--- src/rtl/irs_pkg.sv ---
package irs_pkg;
  typedef enum logic [1:0] {
    BAND_LL = 2'd0,
    BAND_HL = 2'd1,
    BAND_LH = 2'd2,
    BAND_HH = 2'd3
  } band_e;

  // number of transposition entries for the selected filter length
  function automatic int tbuf_depth(input int n, input logic wide);
    return wide ? 4 * n : 2 * n;
  endfunction

  // linear frame-buffer address of a pixel
  function automatic int pix_addr(input int row, input int col, input int n);
    return row * n + col;
  endfunction
endpackage

--- src/rtl/irs_fetch_gen.sv ---
module irs_fetch_gen #(
  parameter  int N  = 16,
  localparam int AW = $clog2(N * N),
  localparam int CW = $clog2(N),
  localparam int PW = $clog2(N / 2 + 1)
) (
  input  logic          clk,
  input  logic          rst_n,
  input  logic          clear,
  input  logic          go,
  output logic          more,
  output logic [PW-1:0] pairs_done,
  output logic [AW-1:0] addr_top,
  output logic [AW-1:0] addr_bot
);
  logic [CW-1:0] col_q;
  logic [PW-1:0] pair_q;
  logic          row_end;

  assign row_end    = (col_q == CW'(N - 1));
  assign more       = (pair_q != PW'(N / 2));
  assign pairs_done = pair_q;
  assign addr_top   = AW'(irs_pkg::pix_addr(2 * int'(pair_q), int'(col_q), N));
  assign addr_bot   = AW'(irs_pkg::pix_addr(2 * int'(pair_q) + 1, int'(col_q), N));

  always_ff @(posedge clk or negedge rst_n) begin
    if (!rst_n) begin
      col_q  <= '0;
      pair_q <= '0;
    end else if (clear) begin
      col_q  <= '0;
      pair_q <= '0;
    end else if (go) begin
      if (row_end) begin
        col_q  <= '0;
        pair_q <= pair_q + 1'b1;
      end else begin
        col_q <= col_q + 1'b1;
      end
    end
  end
endmodule

--- src/rtl/irs_tbuf_ptr.sv ---
module irs_tbuf_ptr #(
  parameter  int N  = 16,
  localparam int BW = $clog2(4 * N),
  localparam int OW = $clog2(4 * N + 1)
) (
  input  logic          clk,
  input  logic          rst_n,
  input  logic          clear,
  input  logic          wide,
  input  logic          push,
  input  logic          pop,
  output logic [BW-1:0] wptr,
  output logic [BW-1:0] rptr,
  output logic [OW-1:0] occ,
  output logic [OW-1:0] depth,
  output logic          room
);
  logic [BW-1:0] wptr_q, rptr_q;
  logic [OW-1:0] occ_q;

  assign depth = OW'(irs_pkg::tbuf_depth(N, wide));
  assign room  = ((OW + 1)'(occ_q) + (OW + 1)'(2)) <= (OW + 1)'(depth);
  assign wptr  = wptr_q;
  assign rptr  = rptr_q;
  assign occ   = occ_q;

  always_ff @(posedge clk or negedge rst_n) begin
    if (!rst_n) begin
      wptr_q <= '0;
      rptr_q <= '0;
      occ_q  <= '0;
    end else if (clear) begin
      wptr_q <= '0;
      rptr_q <= '0;
      occ_q  <= '0;
    end else begin
      if (push)
        wptr_q <= (OW'(wptr_q) + OW'(2) == depth) ? '0 : wptr_q + BW'(2);
      if (pop)
        rptr_q <= (OW'(rptr_q) + OW'(1) == depth) ? '0 : rptr_q + BW'(1);
      occ_q <= occ_q + (push ? OW'(2) : OW'(0)) - (pop ? OW'(1) : OW'(0));
    end
  end
endmodule

--- src/rtl/irs_emit_seq.sv ---
module irs_emit_seq #(
  parameter  int N  = 16,
  localparam int PW = $clog2(N / 2 + 1),
  localparam int EW = $clog2(2 * N),
  localparam int HW = EW - 2
) (
  input  logic             clk,
  input  logic             rst_n,
  input  logic             clear,
  input  logic             active,
  input  logic [PW-1:0]    pairs_done,
  input  logic             ready,
  output logic             valid,
  output logic             fire,
  output logic             last,
  output irs_pkg::band_e   band,
  output logic [HW-1:0]    row,
  output logic [HW-1:0]    col
);
  logic [EW-1:0] idx_q;
  logic [PW-1:0] pair_q;
  logic          pair_end;

  assign valid    = active && (pair_q < pairs_done);
  assign fire     = valid && ready;
  assign pair_end = (idx_q == EW'(2 * N - 1));
  assign last     = fire && pair_end && (pair_q == PW'(N / 2 - 1));
  assign band     = irs_pkg::band_e'(idx_q[1:0]);
  assign col      = idx_q[EW-1:2];
  assign row      = HW'(pair_q);

  always_ff @(posedge clk or negedge rst_n) begin
    if (!rst_n) begin
      idx_q  <= '0;
      pair_q <= '0;
    end else if (clear) begin
      idx_q  <= '0;
      pair_q <= '0;
    end else if (fire) begin
      if (pair_end) begin
        idx_q  <= '0;
        pair_q <= pair_q + 1'b1;
      end else begin
        idx_q <= idx_q + 1'b1;
      end
    end
  end
endmodule

--- src/rtl/irs_ctrl.sv ---
module irs_ctrl #(
  parameter  int N  = 16,
  localparam int AW = $clog2(N * N),
  localparam int BW = $clog2(4 * N),
  localparam int OW = $clog2(4 * N + 1),
  localparam int PW = $clog2(N / 2 + 1),
  localparam int HW = $clog2(N / 2)
) (
  input  logic          clk,
  input  logic          rst_n,
  input  logic          start,
  input  logic          mode_wide,
  input  logic          out_ready,
  output logic          rd_valid,
  output logic [AW-1:0] rd_addr_a,
  output logic [AW-1:0] rd_addr_b,
  output logic [BW-1:0] buf_waddr,
  output logic [BW-1:0] buf_raddr,
  output logic          out_valid,
  output logic [1:0]    out_band,
  output logic [HW-1:0] out_row,
  output logic [HW-1:0] out_col,
  output logic          done
);
  // named internal events, brought out for the checker
  logic          busy_w, wide_w, start_acc_w, fetch_go_w, emit_go_w, last_w;
  logic          more_w, room_w;
  logic [PW-1:0] pairs_w;
  logic [OW-1:0] occ_w, depth_w;
  irs_pkg::band_e band_w;
  logic          done_q;

  assign start_acc_w = start && !busy_w;
  assign fetch_go_w  = busy_w && more_w && room_w && out_ready;
  assign rd_valid    = fetch_go_w;
  assign out_band    = band_w;
  assign done        = done_q;

  always_ff @(posedge clk or negedge rst_n) begin
    if (!rst_n) begin
      busy_w <= 1'b0;
      wide_w <= 1'b0;
      done_q <= 1'b0;
    end else begin
      done_q <= last_w;
      if (start_acc_w) begin
        busy_w <= 1'b1;
        wide_w <= mode_wide;
      end else if (last_w) begin
        busy_w <= 1'b0;
      end
    end
  end

  irs_fetch_gen #(.N(N)) u_fetch (
    .clk(clk), .rst_n(rst_n), .clear(start_acc_w), .go(fetch_go_w),
    .more(more_w), .pairs_done(pairs_w),
    .addr_top(rd_addr_a), .addr_bot(rd_addr_b)
  );

  irs_tbuf_ptr #(.N(N)) u_tbuf (
    .clk(clk), .rst_n(rst_n), .clear(start_acc_w), .wide(wide_w),
    .push(fetch_go_w), .pop(emit_go_w),
    .wptr(buf_waddr), .rptr(buf_raddr), .occ(occ_w), .depth(depth_w),
    .room(room_w)
  );

  irs_emit_seq #(.N(N)) u_emit (
    .clk(clk), .rst_n(rst_n), .clear(start_acc_w), .active(busy_w),
    .pairs_done(pairs_w), .ready(out_ready),
    .valid(out_valid), .fire(emit_go_w), .last(last_w),
    .band(band_w), .row(out_row), .col(out_col)
  );
endmodule

--- config.mk ---
export PLATFORM = sky130hd
export DESIGN_NAME = irs_ctrl
export DESIGN_NICKNAME = d
export VERILOG_FILES = /design/src/rtl/irs_pkg.sv /design/src/rtl/irs_fetch_gen.sv /design/src/rtl/irs_tbuf_ptr.sv /design/src/rtl/irs_emit_seq.sv /design/src/rtl/irs_ctrl.sv
export SDC_FILE = /design/constraint.sdc
export NUM_CORES = 1
export LEC_CHECK = 0
export BUFFER_PORTS_ARGS = -buffer_cell sky130_fd_sc_hd__buf_2
export CORE_MARGIN = 2
export CORE_UTILIZATION = 55
export DETAILED_ROUTE_END_ITERATION = 8
export GPL_ROUTABILITY_DRIVEN = 1
export GPL_TIMING_DRIVEN = 0
export PLACE_DENSITY = 0.9
export SYNTH_ARGS = -nofsm -noshare
export SYNTH_HDL_FRONTEND = slang
export SYNTH_SLANG_ARGS = --single-unit
--- constraint.sdc ---
create_clock -name clk -period 10.7 [get_ports clk]
set_input_delay 0 -clock clk [delete_from_list [all_inputs] [get_ports clk]]
set_output_delay 0 -clock clk [all_outputs]
set_load 0.01 [all_outputs]
; ---- Word level (Yosys, flattened, before mapping)
; Cells that the tools add are included.
[word_totals]
memories = 0
latchBits = 0
regBits = 39
mem_bits_ro = 0
input_bits = 5
wordCells = 72
out_inout_bits = 39
ramBits = 0
[op_classes]
n_reduce_logical = 16
addsub = 14
div_mod_pow = 0
magnitude_cmp = 2
n_mul = 0
bitwise_logic = 0
muxes = 24
n_shift = 0
n_eq_ne = 6
[op_table]
columns = op, count
row1 = $mux W4, 9
row2 = $mux W6, 6
row3 = $add A4 B1 Y4 const B, 4
row4 = $mux W5, 3
row5 = $eq A7 B7 Y1, 2
row6 = $mux W7, 2
row7 = $reduce_bool A2 Y1, 5
row8 = $add A7 B2 Y8 const B, 1
row9 = $add A8 B4 Y8, 1
row10 = $add A8 B5 Y8, 1
row11 = $le A8 B7 Y1, 1
row12 = $logic_and A1 B1 Y1, 8
row13 = $add A6 B1 Y7 const B, 1
row14 = $add A6 B2 Y7 const B, 1
row15 = $add A7 B7 Y7, 1
row16 = $sub A7 B7 Y7, 1
row17 = $add A6 B1 Y6 const B, 1
row18 = $add A6 B2 Y6 const B, 1
row19 = $add A5 B1 Y5 const B, 1
row20 = $eq A5 B5 Y1 const B, 1
row21 = $eq A4 B3 Y1 const B, 1
row22 = $eq A4 B4 Y1 const B, 1
row23 = $lt A4 B4 Y1, 1
row24 = $ne A4 B4 Y1 const B, 1
row25 = other kinds (4), 7

; ---- Longest topological paths before layout
; Gate-level depths: netlist of the first run.
[depth]
word_depth = 8
mapped_depth = 17

; ---- Cells and area by module
; A second synthesis of the first run with hierarchy kept.
[unflattened]
hier_cells = 271
hier_area_um2 = 2563.7
[modules_own_cells]
columns = mod, area_per_inst_um2, cells_per_inst, instances, seq_area_each_um2
row1 = irs_tbuf_ptr, 1267.5, 134, 1, 450.4
row2 = irs_emit_seq, 654.4, 72, 1, 225.2
row3 = irs_fetch_gen, 525.5, 57, 1, 200.2
row4 = irs_ctrl, 116.4, 8, 1, 75.1

; ---- Worst setup path after synthesis of the first run
; Ideal clock, no wire load.
[synth_path]
path_type = reg2reg
start = register u_tbuf.occ_q[3] (netlist: u_tbuf.occ[3])
end = register u_tbuf.occ_q[5] (netlist: u_tbuf.occ[5])
synth_period_minus_slack_ns = 3.417
setup_slack_ns = 7.283
required_ns = 10.568
n_path_buf = 2
t_arrival_ns = 3.285
path_stages_with_launch = 18
path_cell_list = dfrtp_1 > ha_1 > nand3_1 > xnor2_1 > ha_1 > nand4b_1 > nor4_1 > o21ai_1 > buf_4 > buf_6 > ha_1 > inv_1 > ha_1 > fa_1 > a21o_1 > a21oi_1 > xor2_1 > nor2_1
[synth_between]
elab_chain_len = 8
[synth_lines]
columns = item, line_no
row1 = start: declaration, irs_tbuf_ptr.sv:19  ; logic [OW-1:0] occ_q;
row2 = start signal: assignment, irs_tbuf_ptr.sv:41  ; occ_q <= occ_q + (push ? OW'(2) : OW'(0)) - (pop ? OW'(1) : OW'(0));
row3 = $add A7 B2 Y8, irs_tbuf_ptr.sv:22  ; assign room = ((OW + 1)'(occ_q) + (OW + 1)'(2)) <= (OW + 1)'(depth);
row4 = $le A8 B7 Y1, irs_tbuf_ptr.sv:22
row5 = $logic_and A1 B1 Y1 (2 in series), irs_ctrl.sv:34  ; assign fetch_go_w = busy_w && more_w && room_w && out_ready;
row6 = $mux W2, irs_tbuf_ptr.sv:41
row7 = $add A7 B7 Y7 (*), irs_tbuf_ptr.sv:41
row8 = $sub A7 B7 Y7 (*), irs_tbuf_ptr.sv:41
row9 = $mux W7 (*), irs_tbuf_ptr.sv:32  ; end else if (clear) begin
; Mark *: on every way between the ends. The rest lies on a longest branch, timed or not.
; A chain may end at the register's enable or synchronous reset.

; ---- Worst setup path in the final report of the first run
; Same ends and word-level chain as after synthesis.

==> flow_summary.toml, run 1 <==
[outcome]
status = "complete, no violations"

[sta]
setup_violations = 0
slew_viol_final = 0
finalHoldViolCount = 0
worst_slack_ps = 6988
timing.fmax_mhz = 269.4
period_needed_ps = 3712
period_share_pct = 34.69
tns_ps = 0
worstMarginPinSlew_ps = 845.6
maxSlewHeadroom_pct = 43.63
rsz0062_at_grt = "no"
fin_skew_ps = 6.620
hold-worst-slack_ps = 205.5

[worst_setup_path]
path_depth = 17
cp_max_fo = 10
path_cells = "ha_1, nand3_1, xnor2_1, ha_1, nand4b_1, nor4_1, o21ai_1, buf_4, buf_6, ha_1, inv_1, ha_1, fa_1, a21o_1, a21oi_1, xor2_1, nor2_1"
r2r_cells = 17
r2r_start = "u_tbuf.occ[3]"
required_ps = 10870
cp-end-kind = "flop"
crit_buf_inv = 3
start_kind = "flop"
arrival_ps = 3880
reg2reg_to = "u_tbuf.occ[5]"
crit_slowest_cell = "dfrtp_1"
criticalPathCategory = "flop to flop"
crit_family = "adder cells"
cp_slowest_stage_delay_ps = 440
rrSetupSlack_ps = 6990
setup.worst_path.start = "u_tbuf.occ[3]"
path_common_cell = "ha_1"

[synth]
synth.avg_cell_area_um2 = 9.351
synth_top_cell_area_share_pct = 37.94
yosysTopAreaCell = "dfrtp_1"
syn_area_um2 = 2506
ys_async_sr_fraction_pct = 100.0
syn_inst = 268
synth.most_common_cell = "dfrtp_1"
seq_area_frac_synth_pct = 37.94
synthDistinctLibCells = 53
synth_commonest_cells = "38 x dfrtp_1, 25 x ha_1, 24 x inv_1"
synthTopCellsByArea = "dfrtp_1 38%, ha_1 12%, buf_4 5.4%, inv_1 3.6%, o21ai_0 3.4%"
yosys_register_bits = 38
synth_flop_cell = "dfrtp_1"
synth-edff-count = 0
yosys_warnings = 0

[floorplanning]
die_h_um = 71.50
core_um2 = 4384
placementRows = 24
die_x_um = 71.50
io_pins = 44
die-area_um2 = 5112
start_util_pct = 57.16

[clocking]
cts_tree = "done"
clock_sinks = 38
cts-resized-gates = 0
htree_num_levels = 2
clockRootBuffer = "clkbuf_8"
cts_buffers = 5
cts.clk_slew.worst_paths_ps = 80
cts_max_path_buffers = 2
insertion_delay_ps = 300

[place]
place.detailed.hpwl_um = 3773
placedCellCount = 361
place_congestion = 0.7934
dpl_cell_area_um2 = 2775
io_buffers = 40
post-place-ws_ps = 6981

[route]
drc = 0
ant_nets = 0
wire_per_inst_um = 14.43
vias = 2136
drt_pass1_iterations = 5
viasPerCell = 5.757
detail_route.wirelength_um = 5354
dr.first_iter.drc_count = 129

[worst_hold_path]
hold_end = "u_tbuf.rptr[0]"
hp-class = "primary input to flop"
hold_path_depth = 4
min-delay-start = "start"

[pwr]
p_per_area_nw_per_um2 = 265.0
vdd_drop_max_uv = 120.4
p_total_mw = 0.7696
leakage_nw = 1.489

[cells_and_area]
final_cells = 371
fin_nets = 349
nFillCells = 324
design_area_um2 = 2904
fin_util_pct = 66.24
drive_above_1_share_pct = 24.76
syn2layout_area_growth_pct = 15.88
antennaDiodeCount = 0

[grt]
grt_first_pass_wirelength_um = 8845
grt_pass1_vias = 1957
grt_use_total_pct = 22.21
grt.overflow.total = 0
antenna_found_initial = 0
grt_max_degree = 39

[flow_run]
cap_violations = 0
## worst max path at each step
| stage | to |
|---|---|
| floorplan | u_tbuf.occ[5] |
| global placement | u_tbuf.occ[5] |
| detailed placement | u_tbuf.occ[5] |
| CTS | u_tbuf.occ[5] |
| global route | u_tbuf.occ[5] |
| finish | u_tbuf.occ[5] |
## registers in the layout, summed over array words and instances, names as in the netlist
name                flops
busy_w                  1
done                    1
u_emit.idx_q            5
u_emit.pair_q           4
u_fetch.col_q           4
u_fetch.pairs_done      4
u_tbuf.occ              7
u_tbuf.rptr             6
u_tbuf.wptr             5
wide_w                  1
## repair_timing
| item | CTS | global route |
|---|---|---|
| setup buffers | 0 | 0 |
| hold buffers | 2 | 0 |
| hold endpoints to repair | 39 | 0 |
## routing by layer
metal | part of all wire [%] | global-route usage, % | up-vias
li1 | - | - | 1027
met5 | 0 | 0 | -
met2 | 51 | 38.17 | 86
met3 | 5.1 | 4.219 | 13
met1 | 42 | 27.49 | 1010
met4 | 2.4 | 9.015 | 0
## placed cells by master (no fill, tap or decap), types with 4 or more instances in the layout
cell type / Yosys / final
a21oi_1: 10 / 10
inv_1: 24 / 24
and3_1: 5 / 5
nand4_1: 4 / 4
clkbuf_8: 0 / 5
or3_1: 4 / 4
mux2i_1: 5 / 5
buf_2: 1 / 41
ha_1: 25 / 25
nand3_1: 15 / 15
nor3_1: 6 / 6
dfrtp_1: 38 / 38
xnor2_1: 7 / 7
buf_4: 18 / 18
nand2_1: 13 / 13
nor4_1: 4 / 4
nor2_1: 13 / 13
o21ai_0: 17 / 17
## final cells by class
class                      count  area, µm²  area share (%)
multi-input combinational    181       1287           44.33
sequential                    38      950.9           32.74
tap                           52      65.06           2.240
clock buffer                   5      68.82           2.370
inverter                      26      97.59           3.361
clock inverter                 3      40.04           1.379
timing repair buffer          42      220.2           7.583
buffer                        24      173.9           5.989
## where the power goes
part	internal (mW)	switching, mW	total, mW
Clock	0.0687	0.0544	0.123
Sequential	0.195	0.0653	0.261
Combinational	0.186	0.200	0.386
## worst register-to-register path: cells and delay by family, from the launching register on
| family | cells | cell delay [ps] |
|---|---|---|
| AOI/OAI and AO/OA | 3 | 510 |
| xor gates and xnor gates | 2 | 300 |
| adders and majority gates | 5 | 1400 |
| buffers and inverters | 3 | 390 |
| DFF | 1 | 440 |
| and+or+nand+nor | 4 | 540 |
## cell families (layout without fill, tap and decap cells)
| group | Yosys count | in the layout | synth area share, % |
|---|---|---|---|
| AO/OA/AOI/OAI | 54 | 54 | 13.98 |
| XOR/XNOR | 10 | 10 | 3.495 |
| adder cells (fa/ha/maj) | 26 | 26 | 13.28 |
| buffers and inverters | 50 | 100 | 10.83 |
| flip-flops | 38 | 38 | 37.94 |
| multiplexers | 6 | 6 | 2.446 |
| other | 2 | 3 | 0.2997 |
| AND/OR/NAND/NOR | 82 | 82 | 17.72 |
Note: power is estimated with default switching activity, not from simulation.
==> inputs of run 2 (changes only) <==
Clock period 10.7 ns to 3.7 ns, I/O delays scaled along.
==> flow_summary.toml, run 2 (synthesis results as in run 1) <==
[sta]
period_needed_ps = 3529
worst_slack_ps = 170.7
slew_viol_final = 0
maxSlewHeadroom_pct = 44.26
timing.fmax_mhz = 283.3
finalHoldViolCount = 0
fin_skew_ps = 7.768
setup_violations = 0
period_share_pct = 95.39
worstMarginPinSlew_ps = 836.2

[worst_setup_path]
path_common_cell = "ha_1"
path_cells = "buf_4, ha_1, nand2_1, xnor2_1, ha_1, nand4b_1, nor4_2, o21ai_2, buf_4, buf_6, ha_1, inv_1, ha_1, fa_1, a21o_1, a21oi_2, xor2_1, nor2_1"
criticalPathCategory = "flop to flop"
cp_slowest_stage_delay_ps = 410
arrival_ps = 3690
setup.worst_path.start = "u_tbuf.occ[3]"
start_kind = "flop"
cp_max_fo = 10
cp-end-kind = "flop"
crit_slowest_cell = "dfrtp_1"
required_ps = 3860
r2r_start = "u_tbuf.occ[3]"

[pwr]
power_frac_comb_pct = 51.8
leakage_nw = 1.514
power_frac_clock_pct = 15.4
p_seq_share_pct = 32.8
power.internal_mw = 1.345
swShare_pct = 41.65
vdd_drop_max_uv = 370.5
p_switching_mw = 0.9600
p_per_area_nw_per_um2 = 779.5

[cells_and_area]
layout_common_cells = "41 x buf_2, 37 x dfrtp_1, 25 x ha_1"
syn2layout_area_growth_pct = 17.97
fin_util_pct = 67.44
nFillCells = 311
drive_above_1_share_pct = 27.16
final_common_cell = "buf_2"
multi_input_area_um2 = 1301
antennaDiodeCount = 0
final_cells = 376
fin_nets = 354
largest_reg_flops = 7
area.sequential_um2 = 952.2

[clocking]
insertion_delay_ps = 300
cts_tree = "done"
cts.clk_slew.worst_paths_ps = 70
cts_buffers = 5
cts_max_path_buffers = 2
clockRootBuffer = "clkbuf_8"
htree_num_levels = 2
clock_sinks = 38

[outcome]
status = "complete, no violations"

[route]
dr_wl_met2_um = 2851
dr.first_iter.drc_count = 137
highest_layer = "met4"
viasPerCell = 5.745
wl_met1_um = 2292
met3_wirelength_um = 268
vias = 2160
drc = 0
detail_route.wirelength_um = 5560
ant_nets = 0
drt_pass1_iterations = 4
wire_per_inst_um = 14.79

[grt]
grt_max_degree = 39
grt_use_total_pct = 22.36
grt.overflow.total = 0
antenna_found_initial = 0
grt_first_pass_wirelength_um = 8907
grt_pass1_vias = 1969

[worst_hold_path]
min-delay-start = "start"
hp-class = "primary input to flop"

[flow_run]
cap_violations = 0

[place]
place_congestion = 0.7934
placedCellCount = 361
io_buffers = 40
post-place-ws_ps = -18.82
place.detailed.hpwl_um = 3773

[floorplanning]
die_x_um = 71.50
core_um2 = 4384
die_h_um = 71.50
placementRows = 24
die-area_um2 = 5112
start_util_pct = 57.16
io_pins = 44
run 2: cell types whose count changed in the layout (fill, tap and decap cells not counted):
cell	before	now
o21ai_1	2	1
a21oi_2	0	1
nor4_1	4	3
nor4_2	0	1
a21oi_1	10	9
buf_4	18	23
dfrtp_2	0	1
dfrtp_1	38	37
o21ai_2	2	3
run 2: power by group through the flow:
| stage | combinational, mW | sequential (mW) | clock [mW] |
|---|---|---|---|
| finish | 1.19 | 0.756 | 0.354 |
| global placement | 1.05 | 0.748 | 0 |
| CTS | 1.14 | 0.749 | 0.356 |
| floorplan | 0.784 | 0.763 | 0 |
| global route | 1.36 | 0.783 | 0.372 |
| detailed placement | 1.11 | 0.757 | 0 |
run 2: worst max-delay path: cells and delay by family, from the launching register on:
family	cells	cell delay, ps
AOI/OAI and AO/OA	3	450
and+or+nand+nor	4	440
xor gates and xnor gates	2	210
adders and majority gates	5	1360
buffers and inverters	4	520
DFF	1	410
run 2: cell type report:
cell class	instances	share of cell area [%]
tap	52	2.201
multi-input combinational	181	44.01
clock inverter	3	1.354
inverter	26	3.301
clock buffer	5	2.328
buffer	24	5.882
sequential	38	32.20
timing repair buffer	47	8.718
run 2: what timing repair did:
item	in CTS	in global routing
setup buffers	2	3
hold buffers	2	0
hold endpoints to repair	39	0
gates resized for setup	0	4
setup endpoints to repair	1	3
pin swaps	0	2
run 2: path summary, 6_finish.rpt:
| kind | cells past startpoint | slack (ps) | endpoint |
|---|---|---|---|
| worst max-delay path | 18 | 170 | u_tbuf.occ[5] |
| worst min-delay path | 4 | 190 | u_tbuf.rptr[0] |
| worst max register to register | 18 | 170 | u_tbuf.occ[5] |
| worst min register to register | 2 | 570 | u_emit.idx_q[4] |
| max in group asynchronous | 2 | 2780 | u_tbuf.occ[4] |
| min in group asynchronous | 2 | 330 | u_tbuf.wptr[2] |
run 2: layer usage:
metal / vias up / GRT usage, %
li1: 1038 / -
met1: 1038 / 27.67
met2: 69 / 38.48
met3: 15 / 4.219
met4: 0 / 9.015
met5: - / 0
run 2: stage by stage:
step / setup TNS [ps] / hold slack (ps) / power, mW / area [µm²]
finish: 0 / 192.8 / 2.305 / 2957
global route: -46.45 / 253.6 / 2.516 / 2957
floorplan: 0 / -295.6 / 1.547 / 2510
global placement: 0 / 140.4 / 1.798 / 2775
detailed placement: -18.82 / 144.6 / 1.869 / 2775
CTS: 0 / 190.5 / 2.247 / 2919
==> inputs of run 3 (changes only) <==
Settings changed: PLACE_DENSITY 0.9 to 0.89, SYNTH_HIERARCHICAL from default to 1.
==> flow_summary.toml, run 3 <==
[outcome]
status = "complete, no violations"

[place]
place.detailed.hpwl_um = 3657
place_congestion = 0.8086
io_buffers = 40
post-place-ws_ps = -442.3
placedCellCount = 357

[synth]
yosys_warnings = 6
syn_nets = 296
syn_area_um2 = 2519
synth.avg_cell_area_um2 = 9.504
syn_inst = 265

[flow_run]
cap_violations = 0

[route]
viasPerCell = 5.737
dr.first_iter.drc_count = 180
detail_route.wirelength_um = 5360
vias = 2134
drt_pass1_iterations = 5
ant_nets = 0
drc = 0
wire_per_inst_um = 14.41

[sta]
fin_skew_ps = 8.987
worst_slack_ps = 104.1
period_share_pct = 97.19
finalHoldViolCount = 0
tns_ps = 0
worstMarginPinSlew_ps = 827.7
slew_viol_final = 0
period_needed_ps = 3596
maxSlewHeadroom_pct = 44.82
setup_violations = 0
timing.fmax_mhz = 278.1

[grt]
grt.overflow.total = 0
antenna_found_initial = 0
grt_first_pass_wirelength_um = 8756
grt_max_degree = 39
grt_pass1_vias = 1944
grt_use_total_pct = 21.46

[cells_and_area]
antennaDiodeCount = 0
largest_reg_flops = 7
layout_common_cells = "40 x buf_2, 36 x dfrtp_1, 25 x ha_1"
syn2layout_area_growth_pct = 17.83
final_common_cell = "buf_2"
fin_nets = 350
fin_util_pct = 67.69
final_cells = 372
multi_input_area_um2 = 1323
area.sequential_um2 = 953.4
nFillCells = 311
drive_above_1_share_pct = 27.19

[worst_setup_path]
crit_buf_inv = 2
crit_slowest_cell = "dfrtp_1"
crit_family = "adder cells"
cp_slowest_stage_delay_ps = 390
cp_max_fo = 3
criticalPathCategory = "flop to flop"
path_common_cell = "ha_1"
path_cells = "ha_1, nand3_1, xnor2_1, ha_1, nor4b_2, a31oi_1, a31oi_1, and4_4, inv_2, ha_1, inv_1, ha_1, fa_2, a21o_1, a21oi_2, xor2_1, nor2_1"
cp-end-kind = "flop"
required_ps = 3850
start_kind = "flop"
arrival_ps = 3740

[pwr]
power_frac_clock_pct = 14.1
p_switching_mw = 1.026
power_frac_comb_pct = 53.9
leakage_nw = 1.455
p_total_mw = 2.433
power.internal_mw = 1.406
p_per_area_nw_per_um2 = 819.7
vdd_drop_max_uv = 409.2
p_seq_share_pct = 32.0
swShare_pct = 42.19

[clocking]
cts_max_path_buffers = 2
cts_tree = "done"
insertion_delay_ps = 290
clock_sinks = 38
cts.clk_slew.worst_paths_ps = 70
clockRootBuffer = "clkbuf_8"
cts_buffers = 5
htree_num_levels = 2

[floorplanning]
die_x_um = 71.67
placementRows = 24
io_pins = 44
die-area_um2 = 5137
core_um2 = 4384
die_h_um = 71.67
start_util_pct = 57.45

[worst_hold_path]
hp-class = "primary input to flop"
-- run 3: per-layer routing --
metal	up-vias	track usage (%)	part of all wire (%)
met5	-	0	0
met4	0	8.386	1.2
met3	8	4.360	3.7
met2	55	36.83	52
met1	1053	26.55	43
li1	1018	-	-
-- run 3: timing repair --
action	4_1_cts	5_1_grt
endpoints found under the hold margin	40	0
hold buffers	3	0
pin swaps	1	0
buffers inserted	1	3
setup endpoints to repair	5	1
gates resized for setup	5	2
-- run 3: worst reg2reg max path, cell delays in order, from the launching register on --
cell and delay, ps:
dfrtp_1 390, ha_1 210, nand3_1 100, xnor2_1 150, ha_1 290, nor4b_2 200, a31oi_1 140, a31oi_1 180
and4_4 270, inv_2 50, ha_1 270, inv_1 50, ha_1 220, fa_2 360, a21o_1 210, a21oi_2 150
xor2_1 170, nor2_1 60
-- run 3: power groups by stage --
stage	logic, mW	clock network [mW]	registers [mW]
6_report	1.31	0.343	0.779
3_5_place_dp	1.22	0	0.783
4_1_cts	1.25	0.350	0.781
2_1_floorplan	0.857	0	0.793
3_3_place_gp	1.15	0	0.771
5_1_grt	1.48	0.365	0.810
-- run 3: stage by stage --
| stage | cell area, µm² | hold WS (ps) |
|---|---|---|
| after floorplan | 2519 | -295.6 |
| after global placement | 2784 | 153.3 |
| after detailed placement | 2784 | 154.2 |
| after CTS | 2939 | 41.98 |
| after global routing | 2968 | 62.02 |
| final | 2968 | 49.67 |
-- run 3: path summary, 6_finish.rpt --
check / start / cells past startpoint / slack [ps] / end
setup / recovery: u_tbuf/occ[2] / 17 / 100 / u_tbuf/occ[5]
hold / removal: out_ready / 3 / 50 / u_emit/idx_q[3]
setup reg to reg: u_tbuf/occ[2] / 17 / 100 / u_tbuf/occ[5]
hold reg to reg: u_emit/pair_q[3] / 1 / 520 / done
max in group asynchronous: rst_n / 2 / 2780 / u_tbuf/occ[4]
min in group asynchronous: rst_n / 2 / 350 / u_tbuf/wptr[3]
-- run 3: layout make-up --
class | instances | area share (%)
Sequential cell | 38 | 32.12
Multi-Input combinational cell | 178 | 44.56
Buffer | 24 | 5.565
Clock buffer | 7 | 2.572
Inverter | 25 | 3.204
Timing Repair Buffer | 47 | 8.769
Clock inverter | 1 | 1.012
Tap cell | 52 | 2.192
